## src/rtl/gpio_pg_pkg.sv

```systemverilog
package gpio_pg_pkg;
  localparam int BYTE_W = 8;
  typedef enum logic [1:0] {
    PG_NONE  = 2'd0,
    PG_POL   = 2'd1,
    PG_ENAB  = 2'd2,
    PG_IRQID = 2'd3
  } page_e;
endpackage

```

## src/rtl/gpio_pg_sync.sv

```systemverilog
module gpio_pg_sync #(
  parameter int W      = 48,
  parameter int STAGES = 2
) (
  input  logic         clk_i,
  input  logic         rst_ni,
  input  logic [W-1:0] d_i,
  output logic [W-1:0] q_o
);
  logic [STAGES-1:0][W-1:0] stg_q;

  for (genvar s = 0; s < STAGES; s++) begin : g_stg
    if (s == 0) begin : g_first
      always_ff @(posedge clk_i or negedge rst_ni)
        if (!rst_ni) stg_q[s] <= '0;
        else         stg_q[s] <= d_i;
    end else begin : g_next
      always_ff @(posedge clk_i or negedge rst_ni)
        if (!rst_ni) stg_q[s] <= '0;
        else         stg_q[s] <= stg_q[s-1];
    end
  end

  assign q_o = stg_q[STAGES-1];
endmodule

```

## src/rtl/gpio_pg_ports.sv

```systemverilog
module gpio_pg_ports #(
  parameter int NUM_PORTS = 6,
  localparam int BW = gpio_pg_pkg::BYTE_W,
  localparam int LINES = NUM_PORTS * BW
) (
  input  logic                 clk_i,
  input  logic                 rst_ni,
  input  logic [NUM_PORTS-1:0] we_i,
  input  logic [NUM_PORTS-1:0] lock_i,
  input  logic [BW-1:0]        wdata_i,
  output logic [LINES-1:0]     latch_o
);
  for (genvar k = 0; k < NUM_PORTS; k++) begin : g_port
    logic [BW-1:0] lat_q;

    always_ff @(posedge clk_i or negedge rst_ni)
      if (!rst_ni)                   lat_q <= '0;
      else if (we_i[k] && !lock_i[k]) lat_q <= wdata_i;

    assign latch_o[k*BW +: BW] = lat_q;

    assert_lock_hold_R6: assert property (@(posedge clk_i) disable iff (!rst_ni)
      (we_i[k] && lock_i[k]) |=> $stable(latch_o[k*BW +: BW]));

    assert_port_write_R2: assert property (@(posedge clk_i) disable iff (!rst_ni)
      (we_i[k] && !lock_i[k]) |=> (latch_o[k*BW +: BW] == $past(wdata_i)));
  end
endmodule

```

## src/rtl/gpio_pg_paged.sv

```systemverilog
module gpio_pg_paged #(
  parameter int NUM_PORTS = 6,
  parameter int WIN_BYTES = 3,
  localparam int BW = gpio_pg_pkg::BYTE_W,
  localparam int WIN_W = WIN_BYTES * BW
) (
  input  logic                 clk_i,
  input  logic                 rst_ni,
  input  logic                 ctl_we_i,
  input  logic [WIN_BYTES-1:0] pol_we_i,
  input  logic [WIN_BYTES-1:0] enab_we_i,
  input  logic [BW-1:0]        wdata_i,
  output gpio_pg_pkg::page_e   page_o,
  output logic [NUM_PORTS-1:0] lock_o,
  output logic [WIN_W-1:0]     pol_o,
  output logic [WIN_W-1:0]     enab_o
);
  import gpio_pg_pkg::*;

  page_e                page_q;
  logic [NUM_PORTS-1:0] lock_q;

  always_ff @(posedge clk_i or negedge rst_ni)
    if (!rst_ni) begin
      page_q <= PG_NONE;
      lock_q <= '0;
    end else if (ctl_we_i) begin
      page_q <= page_e'(wdata_i[BW-1 -: 2]);
      lock_q <= wdata_i[NUM_PORTS-1:0];
    end

  for (genvar b = 0; b < WIN_BYTES; b++) begin : g_win
    logic [BW-1:0] pol_q, enab_q;
    always_ff @(posedge clk_i or negedge rst_ni)
      if (!rst_ni) begin
        pol_q  <= '0;
        enab_q <= '0;
      end else begin
        if (pol_we_i[b])  pol_q  <= wdata_i;
        if (enab_we_i[b]) enab_q <= wdata_i;
      end
    assign pol_o[b*BW +: BW]  = pol_q;
    assign enab_o[b*BW +: BW] = enab_q;
  end

  assign page_o = page_q;
  assign lock_o = lock_q;

  assert_pol_only_R7: assert property (@(posedge clk_i) disable iff (!rst_ni)
    (pol_we_i != '0) |=> $stable(enab_o));
  assert_enab_only_R7: assert property (@(posedge clk_i) disable iff (!rst_ni)
    (enab_we_i != '0) |=> $stable(pol_o));
endmodule

```

## src/rtl/gpio_pg_regif.sv

```systemverilog
module gpio_pg_regif #(
  parameter int NUM_PORTS   = 6,
  parameter int WIN_BYTES   = 3,
  parameter int ADDR_W      = 4,
  parameter int SYNC_STAGES = 2,
  localparam int BW         = gpio_pg_pkg::BYTE_W,
  localparam int LINES      = NUM_PORTS * BW,
  localparam int WIN_W      = WIN_BYTES * BW,
  localparam int PEND_OFF   = NUM_PORTS,
  localparam int CTL_OFF    = NUM_PORTS + 1,
  localparam int WIN_OFF    = NUM_PORTS + 2
) (
  input  logic                 clk_i,
  input  logic                 rst_ni,
  input  logic [ADDR_W-1:0]    addr_i,
  input  logic                 wr_en_i,
  input  logic [BW-1:0]        wdata_i,
  output logic [BW-1:0]        rdata_o,
  input  logic [LINES-1:0]     pin_i,
  output logic [LINES-1:0]     pin_oe_o,
  input  logic [BW-1:0]        int_pend_i,
  input  logic [WIN_W-1:0]     int_id_i,
  output logic [WIN_BYTES-1:0] int_id_clr_o,
  output logic [WIN_W-1:0]     pol_o,
  output logic [WIN_W-1:0]     enab_o
);
  import gpio_pg_pkg::*;

  page_e                page;
  logic [NUM_PORTS-1:0] lock;
  logic [NUM_PORTS-1:0] port_we;
  logic [WIN_BYTES-1:0] win_hit, pol_we, enab_we;
  logic                 ctl_we, unused_hit;
  logic [LINES-1:0]     pin_sync;

  // Address decode
  for (genvar k = 0; k < NUM_PORTS; k++) begin : g_pdec
    assign port_we[k] = wr_en_i && (addr_i == ADDR_W'(k));
  end

  for (genvar b = 0; b < WIN_BYTES; b++) begin : g_wdec
    assign win_hit[b]      = (addr_i == ADDR_W'(WIN_OFF + b));
    assign pol_we[b]       = wr_en_i && win_hit[b] && (page == PG_POL);
    assign enab_we[b]      = wr_en_i && win_hit[b] && (page == PG_ENAB);
    assign int_id_clr_o[b] = wr_en_i && win_hit[b] && (page == PG_IRQID);
  end

  assign ctl_we     = wr_en_i && (addr_i == ADDR_W'(CTL_OFF));
  assign unused_hit = (32'(addr_i) >= WIN_OFF + WIN_BYTES);

  gpio_pg_sync #(.W(LINES), .STAGES(SYNC_STAGES)) u_sync (
    .clk_i  (clk_i),
    .rst_ni (rst_ni),
    .d_i    (pin_i),
    .q_o    (pin_sync)
  );

  gpio_pg_ports #(.NUM_PORTS(NUM_PORTS)) u_ports (
    .clk_i   (clk_i),
    .rst_ni  (rst_ni),
    .we_i    (port_we),
    .lock_i  (lock),
    .wdata_i (wdata_i),
    .latch_o (pin_oe_o)
  );

  gpio_pg_paged #(.NUM_PORTS(NUM_PORTS), .WIN_BYTES(WIN_BYTES)) u_paged (
    .clk_i     (clk_i),
    .rst_ni    (rst_ni),
    .ctl_we_i  (ctl_we),
    .pol_we_i  (pol_we),
    .enab_we_i (enab_we),
    .wdata_i   (wdata_i),
    .page_o    (page),
    .lock_o    (lock),
    .pol_o     (pol_o),
    .enab_o    (enab_o)
  );

  // Read mux; port reads return the inverted pin level
  always_comb begin
    rdata_o = '0;
    for (int k = 0; k < NUM_PORTS; k++)
      if (addr_i == ADDR_W'(k)) rdata_o = ~pin_sync[k*BW +: BW];
    if (addr_i == ADDR_W'(PEND_OFF)) rdata_o = int_pend_i;
    if (addr_i == ADDR_W'(CTL_OFF))  rdata_o = {page, lock};
    for (int b = 0; b < WIN_BYTES; b++)
      if (win_hit[b]) begin
        case (page)
          PG_POL:   rdata_o = pol_o[b*BW +: BW];
          PG_ENAB:  rdata_o = enab_o[b*BW +: BW];
          PG_IRQID: rdata_o = int_id_i[b*BW +: BW];
          default:  rdata_o = '0;
        endcase
      end
  end

  assert_bank_excl_R7: assert property (@(posedge clk_i) disable iff (!rst_ni)
    $onehot0({|pol_we, |enab_we, |int_id_clr_o}));
  assert_clr_page_R8: assert property (@(posedge clk_i) disable iff (!rst_ni)
    (int_id_clr_o != '0) |-> (page == PG_IRQID && wr_en_i));
  assert_unused_quiet_R9: assert property (@(posedge clk_i) disable iff (!rst_ni)
    (wr_en_i && unused_hit) |=> ($stable(pol_o) && $stable(enab_o) && $stable(pin_oe_o)));
  assert_page0_quiet_R9: assert property (@(posedge clk_i) disable iff (!rst_ni)
    (wr_en_i && (win_hit != '0) && page == PG_NONE) |=> ($stable(pol_o) && $stable(enab_o)));
endmodule

```

## config.mk

```make
export PLATFORM = sky130hd
export DESIGN_NAME = gpio_pg_regif
export DESIGN_NICKNAME = d
export VERILOG_FILES = /design/src/rtl/gpio_pg_pkg.sv /design/src/rtl/gpio_pg_sync.sv /design/src/rtl/gpio_pg_ports.sv /design/src/rtl/gpio_pg_paged.sv /design/src/rtl/gpio_pg_regif.sv
export SDC_FILE = /design/constraint.sdc
export NUM_CORES = 1
export LEC_CHECK = 0
export BUFFER_PORTS_ARGS = -buffer_cell sky130_fd_sc_hd__buf_2
export CAP_MARGIN = 10
export CORE_MARGIN = 4
export CORE_UTILIZATION = 45
export DETAILED_ROUTE_END_ITERATION = 10
export HOLD_SLACK_MARGIN = 0.05
export PLACE_DENSITY = 0.7
export SLEW_MARGIN = 0
export SYNTH_ARGS = -nofsm -noshare
export SYNTH_HDL_FRONTEND = slang
export SYNTH_SLANG_ARGS = --single-unit
```

## constraint.sdc

```tcl
create_clock -name clk_i -period 2.5 [get_ports clk_i]
set_input_delay 0.125 -clock clk_i [delete_from_list [all_inputs] [get_ports clk_i]]
set_output_delay 0.125 -clock clk_i [all_outputs]
set_load 0.005 [all_outputs]
```

==> tab_implementation.tex, run 1 <==
\begin{tabular}{lr}
\hline
Metric & Value \\
\hline
\multicolumn{2}{l}{\textbf{Synthesis}} \\
Area of the mapped netlist & 7860 um2 \\
Number of standard cells after synthesis & 493 \\
Top cell type's share of synthesized area & 63.7\% \\
Number of enable-type register cells in the synthesized netlist & 0 \\
Synth unique cells & 37 \\
Largest cells by area after synthesis & dfrtp\_1, mux2\_2, mux4\_1, mux2\_4, a22oi\_1 \\
Leading area contributor after synthesis & dfrtp\_1 \\
Avg Inst Size Synth & 15.9 um2 \\
Part of the Yosys area used for sequential elements & 63.7\% \\
Count of state elements after synthesis & 200 \\
Number of nets in the synthesized netlist & 588 \\
Synthesis Warnings & 0 \\
Most common flop cell mapped by yosys & dfrtp\_1 \\
Fraction of registers with async set/reset & 100\% \\
\multicolumn{2}{l}{\textbf{GRT}} \\
Global-route congestion overflow total & 0 \\
Overall fraction of global-route tracks in use & 21.6\% \\
Number of antenna violations at the first check in global routing & 2 \\
Global-route wire length before repair & 32.1 mm \\
Via count of the first global-routing pass & 5,590 \\
Pin count of the biggest net entering global routing & 80 \\
\multicolumn{2}{l}{\textbf{Final layout}} \\
Layout Nets & 840 \\
Layout-stage area growth over the synthesis result & 30.2\% \\
Fill cell count & 1,302 \\
Share of the core filled with cells in the final layout & 59.4\% \\
Fraction of layout instances using a drive strength above 1 & 51.2\% \\
\multicolumn{2}{l}{\textbf{Timing}} \\
Hold slack & 0.113 ns \\
Worst rel slew slack & 55.3\% \\
Tmin final & 2.41 ns \\
Final max-slew violation count & 0 \\
Setup slack of the critical path after layout & 0.0946 ns \\
Setup Viol. Count Final & 0 \\
Period utilization & 96.2\% \\
Fmax & 416 MHz \\
Measured slew at the worst slew-check pin & 0.670 ns \\
Number of failing hold endpoints at the final stage & 0 \\
Unrepaired setup endpoints after global routing & no \\
Worst clock skew & 0.00917 ns \\
Fin Setup TNS & 0 ns \\
\multicolumn{2}{l}{\textbf{CTS}} \\
Count of clock tree sinks & 200 \\
Root buffer cell & clkbuf\_16 \\
Number of buffers inserted during clock tree synthesis & 17 \\
Max H-tree Level & 4 \\
CTS tree & yes \\
Number of buffers on the longest clock path & 2 \\
Clock-pin slew on the worst setup and hold paths & 0.07 ns \\
Clock latency reported for the late side of the worst-skew pair & 0.43 ns \\
\multicolumn{2}{l}{\textbf{Pwr}} \\
Power density over cell area & 821 nW/um2 \\
Worst-case vdd ir drop & 0.493 mV \\
Static leakage & 0.00507 uW \\
Sw Share & 28.1\% \\
Seq pwr share & 47.5\% \\
Clk pwr share & 32.7\% \\
Switching power summed over all nets & 2360 uW \\
Int Pwr & 6040 uW \\
Logic pwr share & 19.8\% \\
\multicolumn{2}{l}{\textbf{Routing}} \\
Total length of routed met2 wires & 10.2 mm \\
Via count of the routed design & 5,153 \\
Detailed-route DRC error count & 0 \\
Drt pass-1 iters & 4 \\
Uppermost signal routing layer after detailed routing & met4 \\
First DRT Iteration DRCs & 300 \\
Post-DR vias/cell & 5.24 \\
Post-route met1 wirelength & 8.47 mm \\
Wire length on met3 & 1.61 mm \\
Wirelength, routed & 20.5 mm \\
Avg WL per Cell & 20.8 um \\
Routed Antenna Nets & 0 \\
\multicolumn{2}{l}{\textbf{Critical path}} \\
Critical path capture point type & primary output \\
Critical Path Start Type & flip-flop \\
Minimum setup slack among reg-to-reg paths & 0.79 ns \\
Worst reg-to-reg path cell count & 5 \\
Critical path class & reg2out \\
Worst Path Max Fanout & 19 \\
Critical register-to-register path endpoint & u\_paged.g\_win[0].enab\_q[4] \\
Arrival time of the worst setup path & 2.28 ns \\
Worst reg2reg path startpoint & u\_paged.page\_o[1] \\
Worst path required time & 2.38 ns \\
\multicolumn{2}{l}{\textbf{Place}} \\
Routability congestion estimate & 0.863 \\
Total half-perimeter wirelength after legalization and detailed placement & 14.2 mm \\
Count of buffers inserted at the top-level ports & 201 \\
Post-place setup slack & 0.337 ns \\
\multicolumn{2}{l}{\textbf{Worst hold path}} \\
Start point of the worst hold path & wdata\_i[2] \\
End of the worst hold path & u\_paged.lock\_o[2] \\
Type of the tightest min-delay check & in2reg \\
Count of cells along the worst hold path & 3 \\
\multicolumn{2}{l}{\textbf{Outcome}} \\
Outcome & completed \\
\multicolumn{2}{l}{\textbf{Die}} \\
Die X & 140 um \\
Initial standard-cell utilization of the core & 45.6\% \\
Floorplan die area & 19,700 um2 \\
Area of the placeable core & 17,200 um2 \\
Die Height & 140 um \\
Ports & 202 \\
Row count & 48 \\
\multicolumn{2}{l}{\textbf{Run}} \\
MaxCap Viol Count & 0 \\
\hline
\end{tabular}
[worst max-delay path, stage by stage (launching register included)]
cell,delay (ns)
dfrtp_2,0.44
buf_4,0.18
nor2b_2,0.17
buf_6,0.17
a22oi_1,0.20
o22ai_1,0.15
or3_4,0.41
buf_2,0.14
[Yosys cell counts (3+ instances only)]
library cell	number
dfrtp_1	200
mux2_2	100
a22oi_1	21
inv_1	16
nand2_1	15
mux2_4	14
clkbuf_1	12
nor2_1	12
mux4_1	11
nor2b_1	9
a211oi_1	8
buf_2	8
o21ai_0	8
o22ai_1	8
or3_1	8
mux2_1	6
mux4_2	5
a22oi_2	3
buf_6	3
nor2_4	3
[power by group through the flow]
| stage | Combinational, uW | Sequential (uW) | Clock, uW |
|---|---|---|---|
| finish | 1660 | 3990 | 2750 |
| global route | 1800 | 4050 | 2940 |
| global placement | 1560 | 4030 | 0 |
| CTS | 1670 | 3990 | 2800 |
| floorplan | 848 | 4010 | 0 |
| detailed placement | 1600 | 4060 | 0 |
[layer usage]
metal	global-route usage, %	vias to the layer above
li1	-	2289
met1	28.5	2629
met2	35.5	215
met3	6.04	20
met4	5.61	0
met5	0	-
[placed cells by master (no fill, tap or decap), types with 2 or more instances in the layout]
cell type / netlist / final
nor2_8: 2 / 2
inv_6: 0 / 5
clkinv_8: 0 / 4
nor2_4: 3 / 3
clkbuf_16: 0 / 17
clkinv_4: 0 / 2
buf_2: 8 / 200
nand3b_1: 2 / 2
dlygate4sd3_1: 0 / 49
buf_12: 1 / 3
mux4_1: 11 / 11
nor2_1: 12 / 12
inv_1: 16 / 16
a211oi_1: 8 / 8
nand2_1: 15 / 15
nand4_4: 2 / 2
buf_4: 2 / 4
nand3_2: 2 / 2
or3_1: 8 / 7
nor2b_1: 9 / 8
dfrtp_1: 200 / 198
mux2_1: 6 / 6
mux4_2: 5 / 5
buf_6: 3 / 2
o211ai_2: 2 / 2
inv_8: 0 / 2
mux2_4: 14 / 14
dfrtp_2: 0 / 2
mux2_2: 100 / 100
o22ai_1: 8 / 8
a22oi_1: 21 / 20
o21ai_0: 8 / 8
a22oi_2: 3 / 4
[through the flow]
stage | total power [uW] | cells | cell area [um2]
after floorplan | 4850 | 493 | 7860
after global routing | 8800 | 984 | 10200
after detailed placement | 5660 | 902 | 9110
final | 8400 | 984 | 10200
after CTS | 8460 | 983 | 10200
after global placement | 5580 | 902 | 9110
[cell families after synthesis]
group                  Yosys count  synth area share (%)
AOI/OAI and AO/OA               50                  4.71
and+or+nand+nor                 65                  5.95
DFF                            200                  63.7
buffers and inverters           42                  2.72
muxes                          136                  23.0
[state kept, by name, summed over array words and instances, names as in the netlist]
name and cells:
u_ports.g_port.lat_q 48, u_sync.q_o 48, u_sync.stg_q 48, u_paged.g_win.enab_q 24, u_paged.g_win.pol_q 24, u_paged.lock_o 6, u_paged.page_o 2
[repair_timing]
item / in CTS / in global routing
gates resized for setup: 0 / 6
endpoints found under the setup margin: 0 / 5
hold buffers: 49 / 0
setup buffers: 0 / 0
hold endpoints to repair: 124 / 0
[final cells by class]
| class | instances | area, um2 | share of cell area, % |
|---|---|---|---|
| inverter | 16 | 60.1 | 0.587 |
| antenna | 1 | 2.50 | 0.0244 |
| sequential | 200 | 5010 | 48.9 |
| clock buffer | 17 | 425 | 4.16 |
| clock inverter | 15 | 184 | 1.80 |
| multi-input combinational | 251 | 2660 | 26.0 |
| tap | 225 | 282 | 2.75 |
| timing repair buffer | 259 | 1620 | 15.8 |
[worst max-delay path by stage]
| stage | startpoint | endpoint | slack (ns) | cells after the start |
|---|---|---|---|---|
| floorplan | u_paged.page_o[1] | rdata_o[0] | 0.88 | 6 |
| global placement | addr_i[0] | rdata_o[0] | 0.36 | 6 |
| detailed placement | addr_i[0] | rdata_o[0] | 0.34 | 6 |
| CTS | u_paged.page_o[1] | rdata_o[1] | 0.003 | 7 |
| global route | u_paged.page_o[1] | rdata_o[1] | 0.01 | 7 |
| finish | u_paged.page_o[1] | rdata_o[1] | 0.09 | 7 |
Note: power is estimated with default switching activity, not from simulation.
==> inputs of run 2 (changes only) <==
- clock period: 2.5 -> 2.6 ns (I/O delays scaled with it)
==> tab_implementation.tex, run 2 (synthesis results as in run 1) <==
\begin{tabular}{lr}
\hline
Metric & Value \\
\hline
\multicolumn{2}{l}{\textbf{Routing}} \\
Routed Antenna Nets & 0 \\
First DRT Iteration DRCs & 241 \\
Avg WL per Cell & 20.9 um \\
Via count of the routed design & 5,098 \\
Post-DR vias/cell & 5.20 \\
Wirelength, routed & 20.5 mm \\
Drt pass-1 iters & 4 \\
Detailed-route DRC error count & 0 \\
\multicolumn{2}{l}{\textbf{Final layout}} \\
Fraction of layout instances using a drive strength above 1 & 50.5\% \\
Footprint of the flip-flops and latches & 5000 um2 \\
Layout Nets & 838 \\
Commonest cells after routing, fill and taps aside & buf\_2, dfrtp\_1, mux2\_2 \\
Fill cell count & 1,301 \\
Layout-stage area growth over the synthesis result & 30.3\% \\
Share of the core filled with cells in the final layout & 59.5\% \\
Area occupied by multi-input gates & 2660 um2 \\
Number of inserted diodes & 0 \\
\multicolumn{2}{l}{\textbf{Timing}} \\
Unrepaired setup endpoints after global routing & no \\
Worst clock skew & 0.0114 ns \\
Fmax & 394 MHz \\
Number of failing hold endpoints at the final stage & 0 \\
Setup Viol. Count Final & 0 \\
Fin Setup TNS & 0 ns \\
Tmin final & 2.54 ns \\
Final max-slew violation count & 0 \\
Worst rel slew slack & 64.1\% \\
Period utilization & 97.7\% \\
Measured slew at the worst slew-check pin & 0.538 ns \\
\multicolumn{2}{l}{\textbf{CTS}} \\
CTS tree & yes \\
Max H-tree Level & 4 \\
\# Post-CTS Setup Buffers & 0 \\
Clock latency reported for the late side of the worst-skew pair & 0.44 ns \\
Number of buffers on the longest clock path & 2 \\
Count of clock tree sinks & 200 \\
Clock-pin slew on the worst setup and hold paths & 0.07 ns \\
Root buffer cell & clkbuf\_16 \\
Number of buffers inserted during clock tree synthesis & 17 \\
\multicolumn{2}{l}{\textbf{Die}} \\
Ports & 202 \\
Initial standard-cell utilization of the core & 45.6\% \\
Floorplan die area & 19,700 um2 \\
Row count & 48 \\
Die Height & 140 um \\
Area of the placeable core & 17,200 um2 \\
Die X & 140 um \\
\multicolumn{2}{l}{\textbf{Critical path}} \\
Critical path class & reg2out \\
Arrival time of the worst setup path & 2.41 ns \\
Worst Path Max Fanout & 20 \\
Worst reg-to-reg path cell count & 4 \\
Critical Path Start Type & flip-flop \\
Critical path capture point type & primary output \\
Worst path required time & 2.47 ns \\
\multicolumn{2}{l}{\textbf{Worst hold path}} \\
Type of the tightest min-delay check & in2reg \\
Count of cells along the worst hold path & 3 \\
\multicolumn{2}{l}{\textbf{Place}} \\
Routability congestion estimate & 0.907 \\
Total half-perimeter wirelength after legalization and detailed placement & 14.3 mm \\
Count of buffers inserted at the top-level ports & 201 \\
\multicolumn{2}{l}{\textbf{GRT}} \\
Global-route wire length before repair & 32.1 mm \\
Overall fraction of global-route tracks in use & 21.5\% \\
Number of antenna violations at the first check in global routing & 0 \\
Global-route congestion overflow total & 0 \\
Via count of the first global-routing pass & 5,573 \\
Pin count of the biggest net entering global routing & 66 \\
\multicolumn{2}{l}{\textbf{Pwr}} \\
Static leakage & 0.00507 uW \\
Overall Power & 8170 uW \\
Power density over cell area & 797 nW/um2 \\
Worst-case vdd ir drop & 0.523 mV \\
\multicolumn{2}{l}{\textbf{Outcome}} \\
Outcome & completed \\
\multicolumn{2}{l}{\textbf{Run}} \\
MaxCap Viol Count & 0 \\
\hline
\end{tabular}
run 2: changes by cell type in the layout (fill, tap and decap cells not counted), sizes merged:
cell and delta:
clkinv -3, inv +3, buf -2, bufinv -1
clkbuf +1, diode -1
run 2: repair_timing:
action,4_1_cts,5_1_grt
endpoints found under the hold margin,110,0
endpoints found under the setup margin,0,2
gates resized for setup,0,1
hold buffers,49,0
run 2: worst paths after layout:
| check | start | slack (ns) | end |
|---|---|---|---|
| max in group asynchronous | rst_ni | 1.58 | u_ports.g_port[4].lat_q[3] |
| worst min register to register | u_sync.stg_q[38] | 0.35 | u_sync.q_o[38] |
| worst max register to register | u_paged.page_o[0] | 0.63 | u_paged.g_win[2].pol_q[2] |
| worst max-delay path | u_paged.page_o[1] | 0.06 | rdata_o[2] |
| worst min-delay path | wdata_i[6] | 0.11 | u_paged.page_o[0] |
| min in group asynchronous | rst_ni | 0.23 | u_ports.g_port[2].lat_q[4] |
run 2: critical path, cell delays in order, from the launching register on:
cell	delay (ns)
dfrtp_1	0.48
buf_12	0.21
mux2_2	0.35
a22oi_1	0.25
o22ai_1	0.17
or3_1	0.37
buf_2	0.14
run 2: routing by layer:
layer	part of all wire, %	global-route usage (%)
met1	41	28.0
met2	50	36.4
met3	7.1	5.91
met4	1.1	5.00
met5	0	0
run 2: cell type report:
type / instances / share of cell area [%]
flip-flops and latches: 200 / 48.8
clock buffers: 18 / 4.29
clock inverters: 14 / 1.95
multi-input cells: 251 / 25.9
inverters: 16 / 0.586
repair buffers: 257 / 15.7
well taps: 225 / 2.75
run 2: per-stage QoR:
| stage | std cells | setup WS (ns) | instance area [um2] | hold WS (ns) |
|---|---|---|---|---|
| 3_3_place_gp | 900 | 0.490 | 9110 | 0.141 |
| 2_1_floorplan | 493 | 0.978 | 7860 | -0.166 |
| 5_1_grt | 981 | 0.0359 | 10200 | 0.115 |
| 4_1_cts | 981 | 0.0370 | 10200 | 0.0928 |
| 3_5_place_dp | 900 | 0.490 | 9110 | 0.150 |
| 6_report | 981 | 0.0602 | 10200 | 0.112 |
run 2: power breakdown:
part	switching [uW]	internal (uW)	leakage (uW)
combinational	711	871	0.00229
sequential	297	3550	0.00248
clock	1360	1370	0.000309
total	2370	5800	0.00507
==> inputs of run 3 (changes only) <==
- CORE_UTILIZATION: 45 -> 53
- PLACE_DENSITY: 0.7 -> 0.8
==> tab_implementation.tex, run 3 (synthesis results as in run 1) <==
\begin{tabular}{lr}
\hline
Metric & Value \\
\hline
\multicolumn{2}{l}{\textbf{Final layout}} \\
Share of the core filled with cells in the final layout & 69.3\% \\
Layout Nets & 837 \\
Commonest cells after routing, fill and taps aside & buf\_2, dfrtp\_1, mux2\_2 \\
Commonest non-fill, non-tap cell in the layout & buf\_2 \\
Area of all placed cells without fillers & 10,100 um2 \\
Fraction of layout instances using a drive strength above 1 & 50.7\% \\
Layout-stage area growth over the synthesis result & 28.1\% \\
\multicolumn{2}{l}{\textbf{Timing}} \\
Setup slack of the critical path after layout & 0.166 ns \\
Tmin final & 2.43 ns \\
Fin Setup TNS & 0 ns \\
Fmax & 411 MHz \\
Worst clock skew & 0.00469 ns \\
Number of failing hold endpoints at the final stage & 0 \\
Period utilization & 93.6\% \\
Unrepaired setup endpoints after global routing & no \\
Measured slew at the worst slew-check pin & 0.600 ns \\
Worst rel slew slack & 59.9\% \\
Setup Viol. Count Final & 0 \\
Final max-slew violation count & 0 \\
\multicolumn{2}{l}{\textbf{Critical path}} \\
Worst-path cell chain & inv\_1 -> mux4\_2 -> a211oi\_1 -> or3\_1 -> buf\_2 \\
Critical path capture point type & primary output \\
Worst reg-to-reg path cell count & 4 \\
Crit. Startpoint & u\_paged.page\_o[0] \\
Worst Path Max Fanout & 9 \\
Delay contributed by the slowest stage of the critical path & 0.50 ns \\
Cell family with the largest share of critical-path delay & flip-flops \\
Critical register-to-register path endpoint & u\_paged.g\_win[2].pol\_q[4] \\
Critical Path Start Type & flip-flop \\
Worst path required time & 2.47 ns \\
Minimum setup slack among reg-to-reg paths & 0.78 ns \\
Arrival time of the worst setup path & 2.30 ns \\
Critical path's slowest cell & dfrtp\_2 \\
Worst reg2reg path startpoint & u\_paged.page\_o[0] \\
WP buf/inv & 2 \\
Critical path class & reg2out \\
\multicolumn{2}{l}{\textbf{Pwr}} \\
Switching power summed over all nets & 2200 uW \\
Clk pwr share & 30.8\% \\
Power density over cell area & 780 nW/um2 \\
Static leakage & 0.00500 uW \\
Logic pwr share & 20.1\% \\
Worst-case vdd ir drop & 0.488 mV \\
Seq pwr share & 49.1\% \\
Sw Share & 28.0\% \\
Overall Power & 7860 uW \\
Int Pwr & 5650 uW \\
\multicolumn{2}{l}{\textbf{Die}} \\
Area of the placeable core & 14,500 um2 \\
Floorplan die area & 16,800 um2 \\
Row count & 44 \\
Die Height & 130 um \\
Initial standard-cell utilization of the core & 54.1\% \\
Die X & 130 um \\
Ports & 202 \\
\multicolumn{2}{l}{\textbf{Routing}} \\
Via count of the routed design & 5,099 \\
Detailed-route DRC error count & 0 \\
First DRT Iteration DRCs & 246 \\
Routed Antenna Nets & 0 \\
Avg WL per Cell & 21.7 um \\
Drt pass-1 iters & 4 \\
Post-DR vias/cell & 5.43 \\
Wirelength, routed & 20.3 mm \\
\multicolumn{2}{l}{\textbf{CTS}} \\
\# Post-CTS Setup Buffers & 0 \\
CTS tree & yes \\
Number of buffers inserted during clock tree synthesis & 17 \\
Max H-tree Level & 4 \\
Count of clock tree sinks & 200 \\
Root buffer cell & clkbuf\_16 \\
Clock-pin slew on the worst setup and hold paths & 0.07 ns \\
Clock latency reported for the late side of the worst-skew pair & 0.43 ns \\
Number of buffers on the longest clock path & 2 \\
\multicolumn{2}{l}{\textbf{Outcome}} \\
Outcome & completed \\
\multicolumn{2}{l}{\textbf{Place}} \\
Post-place setup slack & 0.374 ns \\
Total half-perimeter wirelength after legalization and detailed placement & 13.8 mm \\
Count of buffers inserted at the top-level ports & 201 \\
Routability congestion estimate & 0.948 \\
Placed Instance Area & 9030 um2 \\
\multicolumn{2}{l}{\textbf{Worst hold path}} \\
End of the worst hold path & u\_paged.page\_o[1] \\
Start point of the worst hold path & wdata\_i[7] \\
Type of the tightest min-delay check & in2reg \\
Count of cells along the worst hold path & 3 \\
\multicolumn{2}{l}{\textbf{Run}} \\
MaxCap Viol Count & 0 \\
\multicolumn{2}{l}{\textbf{GRT}} \\
Pin count of the biggest net entering global routing & 73 \\
Global-route congestion overflow total & 0 \\
Number of antenna violations at the first check in global routing & 1 \\
Via count of the first global-routing pass & 5,427 \\
Global-route wire length before repair & 30.8 mm \\
Overall fraction of global-route tracks in use & 25.0\% \\
\hline
\end{tabular}
-- run 3: changes by cell type in the layout (fill, tap and decap cells not counted), sizes merged --
cell      delta
clkinvlp     +6
diode        +1
clkbuf       -1
clkinv       -1
buf          -1
inv          -5
-- run 3: power groups by stage --
| stage | Combinational (uW) | Clock [uW] | Sequential (uW) |
|---|---|---|---|
| final | 1580 | 2420 | 3860 |
| after global routing | 1730 | 2580 | 3910 |
| after CTS | 1590 | 2440 | 3850 |
| after detailed placement | 1520 | 0 | 3910 |
| after global placement | 1480 | 0 | 3880 |
| after floorplan | 816 | 0 | 3850 |
-- run 3: cell type report --
type	instances	area, um2
flip-flops and latches	200	5010
fillers	992	4460
multi-input cells	251	2660
clock buffers	17	425
repair buffers	256	1580
inverters	16	60.1
well taps	184	230
diodes	1	2.50
clock inverters	14	119
-- run 3: what timing repair did --
action / CTS / global route
gates resized for setup: 0 / 3
hold endpoints to repair: 114 / 0
hold buffers: 49 / 0
endpoints found under the setup margin: 0 / 8
-- run 3: layer usage --
layer,global-route usage (%),vias up,part of all wire [%]
li1,-,2284,-
met1,30.3,2585,39
met2,44.3,198,52
met3,5.28,32,6.7
met4,9.35,0,2.2
met5,0,-,0
-- run 3: worst min-delay path: stages --
cell	delay, ns
buf_2	0.20
nand2_1	0.08
o21ai_0	0.07
-- run 3: per-stage QoR --
stage,hold WS [ns],cells
3_5_place_dp,0.160,858
5_1_grt,0.119,939
4_1_cts,0.0866,938
3_3_place_gp,0.150,858
2_1_floorplan,-0.166,493
6_report,0.101,939
-- run 3: how the worst max path moves through the flow --
stage	end	slack [ns]	depth (start not counted)
after floorplan	rdata_o[0]	0.98	6
after global placement	rdata_o[7]	0.40	6
after detailed placement	rdata_o[0]	0.37	6
after CTS	rdata_o[5]	0.005	5
after global routing	rdata_o[1]	0.08	6
final	rdata_o[6]	0.17	5
